===== src/rtl/rdt_pkg.sv =====
package rdt_pkg;

    localparam int BUS_W  = 16;
    localparam int CNT_W  = 2 * BUS_W;
    localparam int ADDR_W = 3;

    localparam int CTL_STOP_BIT   = 4;
    localparam int CTL_RELOAD_BIT = 5;

    typedef logic [CNT_W-1:0] word_t;
    typedef logic [BUS_W-1:0] half_t;

    localparam word_t CNT_RST = word_t'({BUS_W{1'b1}});
    localparam word_t PRD_RST = word_t'({BUS_W{1'b1}});
    localparam word_t DIV_RST = '0;

    typedef enum logic [ADDR_W-1:0] {
        RG_CNT_LO = 3'd0,
        RG_CNT_HI = 3'd1,
        RG_PRD_LO = 3'd2,
        RG_PRD_HI = 3'd3,
        RG_CTRL   = 3'd4,
        RG_RSVD   = 3'd5,
        RG_DIV_LO = 3'd6,
        RG_DIV_HI = 3'd7
    } reg_sel_e;

    typedef struct packed {
        logic     wr;
        reg_sel_e sel;
        half_t    data;
    } bus_req_t;

    function automatic word_t put_half(word_t w, logic hi, half_t d);
        if (hi) return {d, w[BUS_W-1:0]};
        return {w[CNT_W-1:BUS_W], d};
    endfunction

    function automatic half_t get_half(word_t w, logic hi);
        if (hi) return w[CNT_W-1:BUS_W];
        return w[BUS_W-1:0];
    endfunction

endpackage


===== src/rtl/rdt_regs.sv =====
module rdt_regs
    import rdt_pkg::*;
(
    input  logic     clk,
    input  logic     rst,
    input  bus_req_t req_i,
    input  word_t    cnt_i,
    output word_t    prd_o,
    output word_t    div_o,
    output logic     stop_o,
    output logic     force_ld_o,
    output logic     wr_cnt_lo_o,
    output logic     wr_cnt_hi_o,
    output half_t    rdata_o
);

    word_t prd_q, div_q;
    logic  stop_q;

    assign prd_o       = prd_q;
    assign div_o       = div_q;
    assign stop_o      = stop_q;
    assign force_ld_o  = req_i.wr && (req_i.sel == RG_CTRL) && req_i.data[CTL_RELOAD_BIT];
    assign wr_cnt_lo_o = req_i.wr && (req_i.sel == RG_CNT_LO);
    assign wr_cnt_hi_o = req_i.wr && (req_i.sel == RG_CNT_HI);

    always_ff @(posedge clk) begin
        if (rst) begin
            prd_q  <= PRD_RST;
            div_q  <= DIV_RST;
            stop_q <= 1'b0;
        end else if (req_i.wr) begin
            case (req_i.sel)
                RG_PRD_LO: prd_q  <= put_half(prd_q, 1'b0, req_i.data);
                RG_PRD_HI: prd_q  <= put_half(prd_q, 1'b1, req_i.data);
                RG_DIV_LO: div_q  <= put_half(div_q, 1'b0, req_i.data);
                RG_DIV_HI: div_q  <= put_half(div_q, 1'b1, req_i.data);
                RG_CTRL:   stop_q <= req_i.data[CTL_STOP_BIT];
                default: ;
            endcase
        end
    end

    always_comb begin
        rdata_o = '0;
        case (req_i.sel)
            RG_CNT_LO: rdata_o = get_half(cnt_i, 1'b0);
            RG_CNT_HI: rdata_o = get_half(cnt_i, 1'b1);
            RG_PRD_LO: rdata_o = get_half(prd_q, 1'b0);
            RG_PRD_HI: rdata_o = get_half(prd_q, 1'b1);
            RG_CTRL:   rdata_o[CTL_STOP_BIT] = stop_q;
            RG_DIV_LO: rdata_o = get_half(div_q, 1'b0);
            RG_DIV_HI: rdata_o = get_half(div_q, 1'b1);
            default:   rdata_o = '0;
        endcase
    end

    // a write to the reserved word leaves all configuration untouched
    a_r10_rsvd_no_effect: assert property (@(posedge clk) disable iff (rst)
        (req_i.wr && req_i.sel == RG_RSVD) |=> ($stable(prd_q) && $stable(div_q) && $stable(stop_q)));

endmodule


===== src/rtl/rdt_prescaler.sv =====
module rdt_prescaler
    import rdt_pkg::*;
(
    input  logic  clk,
    input  logic  rst,
    input  logic  stop_i,
    input  logic  restart_i,
    input  word_t div_i,
    output logic  tick_o
);

    word_t psc_q;

    assign tick_o = !stop_i && (psc_q == '0);

    always_ff @(posedge clk) begin
        if (rst) begin
            psc_q <= DIV_RST;
        end else if (restart_i) begin
            psc_q <= div_i;
        end else if (!stop_i) begin
            if (psc_q == '0) psc_q <= div_i;
            else             psc_q <= psc_q - word_t'(1);
        end
    end

    // a stopped prescaler keeps its count
    a_r8_psc_hold: assert property (@(posedge clk) disable iff (rst)
        (stop_i && !restart_i) |=> $stable(psc_q));

    // a forced reload restarts the divide-down sequence from the full value
    a_r7_psc_restart: assert property (@(posedge clk) disable iff (rst)
        restart_i |=> (psc_q == $past(div_i)));

endmodule


===== src/rtl/rdt_counter.sv =====
module rdt_counter
    import rdt_pkg::*;
(
    input  logic  clk,
    input  logic  rst,
    input  logic  tick_i,
    input  logic  force_ld_i,
    input  logic  wr_lo_i,
    input  logic  wr_hi_i,
    input  half_t wdata_i,
    input  word_t prd_i,
    output word_t cnt_o,
    output logic  irq_o
);

    word_t cnt_q;
    logic  at_zero, bus_wr;

    assign at_zero = (cnt_q == '0);
    assign bus_wr  = wr_lo_i || wr_hi_i;
    assign cnt_o   = cnt_q;

    always_ff @(posedge clk) begin
        if (rst) begin
            cnt_q <= CNT_RST;
            irq_o <= 1'b0;
        end else begin
            irq_o <= tick_i && at_zero && !force_ld_i && !bus_wr;
            if (force_ld_i) begin
                cnt_q <= prd_i;
            end else if (bus_wr) begin
                if (wr_lo_i) cnt_q[BUS_W-1:0]     <= wdata_i;
                if (wr_hi_i) cnt_q[CNT_W-1:BUS_W] <= wdata_i;
            end else if (tick_i) begin
                cnt_q <= at_zero ? prd_i : cnt_q - word_t'(1);
            end
        end
    end

    // a tick on a nonzero count lowers it by one
    a_r3_decrement: assert property (@(posedge clk) disable iff (rst)
        (tick_i && !at_zero && !force_ld_i && !bus_wr) |=> (cnt_q == $past(cnt_q) - word_t'(1)));

    // a tick on a zero count loads the period
    a_r5_reload: assert property (@(posedge clk) disable iff (rst)
        (tick_i && at_zero && !force_ld_i && !bus_wr) |=> (cnt_q == $past(prd_i)));

    // the interrupt follows only a natural reload
    a_r6_irq_cause: assert property (@(posedge clk) disable iff (rst)
        irq_o |-> $past(tick_i && at_zero && !force_ld_i && !bus_wr));

    // no tick and no write means the count holds
    a_r8_cnt_hold: assert property (@(posedge clk) disable iff (rst)
        (!tick_i && !force_ld_i && !bus_wr) |=> $stable(cnt_q));

    // a forced reload copies the period
    a_r7_force: assert property (@(posedge clk) disable iff (rst)
        force_ld_i |=> (cnt_q == $past(prd_i) && !irq_o));

endmodule


===== src/rtl/reload_down_timer.sv =====
module reload_down_timer
    import rdt_pkg::*;
(
    input  logic              clk,
    input  logic              rst,
    input  logic              bus_wr,
    input  logic [ADDR_W-1:0] bus_addr,
    input  logic [BUS_W-1:0]  bus_wdata,
    output logic [BUS_W-1:0]  bus_rdata,
    output logic              tmr_irq
);

    bus_req_t req;
    word_t    cnt, prd, div;
    logic     stop, force_ld, wr_lo, wr_hi, tick;

    assign req.wr   = bus_wr;
    assign req.sel  = reg_sel_e'(bus_addr);
    assign req.data = bus_wdata;

    rdt_regs u_regs (
        .clk         (clk),
        .rst         (rst),
        .req_i       (req),
        .cnt_i       (cnt),
        .prd_o       (prd),
        .div_o       (div),
        .stop_o      (stop),
        .force_ld_o  (force_ld),
        .wr_cnt_lo_o (wr_lo),
        .wr_cnt_hi_o (wr_hi),
        .rdata_o     (bus_rdata)
    );

    rdt_prescaler u_psc (
        .clk       (clk),
        .rst       (rst),
        .stop_i    (stop),
        .restart_i (force_ld),
        .div_i     (div),
        .tick_o    (tick)
    );

    rdt_counter u_cnt (
        .clk        (clk),
        .rst        (rst),
        .tick_i     (tick),
        .force_ld_i (force_ld),
        .wr_lo_i    (wr_lo),
        .wr_hi_i    (wr_hi),
        .wdata_i    (bus_wdata),
        .prd_i      (prd),
        .cnt_o      (cnt),
        .irq_o      (tmr_irq)
    );

    // the reserved word never returns data
    a_r10_rsvd_reads_zero: assert property (@(posedge clk) disable iff (rst)
        (bus_addr == 3'd5) |-> (bus_rdata == '0));

    // the first cycle after reset carries no interrupt
    a_r2_no_irq_after_reset: assert property (@(posedge clk)
        $past(rst) |-> !tmr_irq);

endmodule


===== config.mk =====
export PLATFORM = sky130hd
export DESIGN_NAME = reload_down_timer
export DESIGN_NICKNAME = d
export VERILOG_FILES = /design/src/rtl/rdt_pkg.sv /design/src/rtl/rdt_regs.sv /design/src/rtl/rdt_prescaler.sv /design/src/rtl/rdt_counter.sv /design/src/rtl/reload_down_timer.sv
export SDC_FILE = /design/constraint.sdc
export NUM_CORES = 1
export LEC_CHECK = 0
export ABC_AREA = 1
export BUFFER_PORTS_ARGS = -buffer_cell sky130_fd_sc_hd__buf_4
export CAP_MARGIN = 20
export CELL_PAD_IN_SITES_DETAIL_PLACEMENT = 1
export CELL_PAD_IN_SITES_GLOBAL_PLACEMENT = 1
export CORE_MARGIN = 4
export CORE_UTILIZATION = 40
export CTS_CLUSTER_DIAMETER = 200
export DETAILED_ROUTE_END_ITERATION = 10
export GPL_TIMING_DRIVEN = 0
export PLACE_DENSITY_LB_ADDON = 0.1
export SYNTH_ARGS = -nofsm -noshare
export SYNTH_HDL_FRONTEND = slang
export SYNTH_SLANG_ARGS = --single-unit

===== constraint.sdc =====
create_clock -name clk -period 1.5 [get_ports clk]
set_input_delay 0.15 -clock clk [delete_from_list [all_inputs] [get_ports clk]]
set_output_delay 0.15 -clock clk [all_outputs]
set_load 0.02 [all_outputs]

==> summary.txt <==
Route
  – DRC Markers: 0
  – Vias: 11,355
  – DR vias/cell: 6.305
  – Antenna Nets Post-Route: 0
  – Wire per inst: 26.87 um
  – 1st-pass router iterations: 7
  – Initial DRC Count: 1,269
  – Total Wirelength: 48.39 mm

Clock tree
  – H-tree levels: 4
  – CTS Buf Count: 17
  – CTS tree: yes
  – CTS Sinks: 130
  – Max Root-Sink Buffers: 2
  – Worst-path clk slew: 0.07 ns
  – Clock Latency Late Sink: 0.44 ns
  – Clk root buf: clkbuf_16

Timing
  – Worst Skew: 0.01341 ns
  – Fin crit share: 131.3%
  – RSZ-0062 raised after global routing: yes
  – Slew @ Worst Pin: 1.007 ns
  – Rel. slew slack: 32.84%
  – Final Setup Violations: 92
  – Setup WS post-layout: -0.4696 ns
  – Final Max Slew Viols: 0
  – Fmax: 507.7 MHz
  – Setup TNS: -26.52 ns
  – WHS: 0.01239 ns
  – Min Tclk post-route: 1.970 ns
  – Fin. Hold Viols: 0

Die
  – Die Height: 154.7 um
  – Die width: 154.7 um
  – Std-Cell Rows: 53
  – Die area: 23,920 um^2
  – Initial core utilization: 40.81%
  – Placeable Area: 21,090 um^2
  – # IOs: 39

Logic synthesis
  – Synth top area share: 30.24%
  – Post-synthesis async set-or-reset flop share: 0%
  – Synth Area in XOR/XNOR: 3.053%
  – Top post-synthesis cells by area: dfxtp_1 30%, nand2_1 14%, a21oi_1 9.9%, nor2_1 6.5%, inv_1 6.1%
  – Synth area leader: dfxtp_1
  – Largest family of logic cells by synthesized area: simple AND/OR/NAND/NOR gates
  – Syn nets: 1,368
  – Post-Syn Instances: 1,342
  – Post-synth top flop: dfxtp_1
  – Register area share after synthesis: 30.24%
  – Library cells used by synthesis: 45
  – Post-synth EDFFs: 0
  – Syn Area/Cell: 6.413 um^2
  – Synth Area in Compound Gates: 24.19%
  – Post-Synth Simple-Gate Area: 30.98%
  – Mux cell area share after synthesis: 0%
  – Post-synthesis adder-cell area fraction: 0.5816%
  – Cell area after synthesis: 8606 um^2
  – Synth Register Bits: 130
  – Warnings from Yosys: 0

GRT
  – Wire length of the first global-routing pass: 67.45 mm
  – Largest net degree at the start of global routing: 17
  – Gr ovfl total: 0
  – Vias in the first global route: 11,294
  – Antenna violations before repair: 0
  – Total GRT Usage: 36.86%

Placed design
  – Detailed Place HPWL: 30.33 mm
  – Dpl ws: -0.7080 ns
  – Placer Congestion: 0.9832
  – Port buffer count: 36

Outcome
  – Status: complete, but fails checks
  – Failing checks: negative setup slack

Power and ir drop
  – Power Dens Cells: 1587 nW/um^2
  – Pleak: 5.128 nW
  – Design Power: 0.02012 W
  – Worst VDD drop: 0.001015 V

Setup path
  – Startpoint Class: register
  – Critical Path Sink Type: register
  – Worst setup path category: register to register
  – Slowest cell on the critical path: dfxtp_4
  – Critical path required time: 1.78 ns
  – Largest stage delay on the critical path: 0.36 ns
  – Critical Path AT: 2.25 ns
  – Critical Path Fanout Max: 8
  – Crit-path cells: nor2_4 > inv_2 > nor3_4 > nand3_2 > nand2_4 > buf_12 > buf_12 > nand2_4 > o211ai_1 > a21oi_1

Run
  – Max cap viols: 0

Final layout
  – Most common cell after layout, fill and taps aside: nand2_1
  – Most frequent cells in the layout: 272 x nand2_1, 126 x buf_4, 113 x a21oi_1
  – Final net count: 1,539
  – Fill cell count: 2,603
  – N_diodes: 0
  – Final core utilization: 60.12%
  – Ratio of cells with drive above 1 in the final layout: 42.73%
  – P&R area growth vs syn: 47.32%

Worst hold path
  – Hold/Removal Path Class: input port to register
==> cells by family (layout without fill, tap and decap cells) <==
logic type	Yosys count	after routing
fa+ha+maj	4	4
xor+xnor	30	30
compound gates	344	344
simple gates	615	615
buf+inv	219	403
flops	130	130
==> registers in the layout, summed over array words and instances (netlist names) <==
name and cells:
u_cnt.cnt_o 32, u_cnt.irq_o 1, u_psc.psc_q 32, u_regs.div_o 32, u_regs.prd_o 32, u_regs.stop_o 1
==> metrics by stage <==
step                std cells  instance area, um^2
floorplan                1342                 8670
global placement         1653                 9284
detailed placement       1653                 9284
CTS                      1779                11830
global route             1801                12680
finish                   1801                12680
==> per-layer routing <==
metal	up-vias	share of wire, %	GRT usage (%)	wire length (um)
li1	4809	-	-	-
met3	219	11	9.597	5475
met2	794	43	56.16	21030
met5	-	0	0	0
met4	0	5.4	15.69	2613
met1	5533	40	49.41	19270
==> repair_timing <==
item,in CTS,in global routing
gates cloned,8,4
buffers inserted,85,24
setup endpoints to repair,81,84
gates resized for setup,364,190
hold buffers,3,0
pin swaps,81,72
endpoints found under the hold margin,3,0
==> cells in the mapped netlist, types with 2 or more instances <==
master,number
nand2_1,325
a21oi_1,171
nor2_1,149
inv_1,140
dfxtp_1,130
o21ai_0,60
nand3_1,58
nor2_2,29
xor2_1,27
buf_2,25
clkbuf_1,23
o211ai_1,22
nand4_1,19
o22ai_1,15
a221oi_1,14
o221ai_1,14
inv_2,11
o21ai_1,11
a21oi_2,10
buf_6,10
a211oi_2,7
nand2_2,7
o211ai_2,7
a211oi_1,6
nor2_4,6
nor3_1,6
buf_1,5
ha_1,4
nand3b_1,4
buf_4,3
or2_2,3
xnor2_1,3
a22oi_1,2
nand3_2,2
nand3_4,2
o2111ai_1,2
o21ai_2,2
==> final timing paths <==
kind / start / endpoint / slack (ns) / depth (start not counted)
worst max-delay path: u_psc.psc_q[3] / u_psc.psc_q[6] / -0.47 / 10
worst min-delay path: bus_wdata[14] / u_regs.prd_o[14] / 0.01 / 3
worst max register to register: u_psc.psc_q[3] / u_psc.psc_q[6] / -0.47 / 10
worst min register to register: u_cnt.cnt_o[31] / u_cnt.cnt_o[31] / 0.49 / 2
==> worst max-delay path: cells and delay by family (launching register included) <==
kind | cells | cell delay [ns]
AO/OA/AOI/OAI | 2 | 0.26
buffers and inverters | 3 | 0.44
flip-flops | 1 | 0.36
AND/OR/NAND/NOR | 5 | 0.75
==> cell type report <==
cell class                      instances  area, um^2  share of cell area, %
Tap cell                              275       344.1                  2.714
Timing Repair Buffer                  153        1416                  11.17
Buffer                                 65       535.5                  4.224
Clock buffer                           18       429.2                  3.385
Multi-Input combinational cell        993        6429                  50.71
Inverter                              153       646.9                  5.102
Clock inverter                         14       130.1                  1.026
Sequential cell                       130        2748                  21.67
==> report_power, final <==
| part | leakage, nW | internal, W | switching [W] |
|---|---|---|---|
| clock | 0.260 | 0.00230 | 0.00191 |
| combinational | 3.78 | 0.00445 | 0.00647 |
| sequential | 1.08 | 0.00409 | 0.000904 |
(Power assumes the default switching activity.)
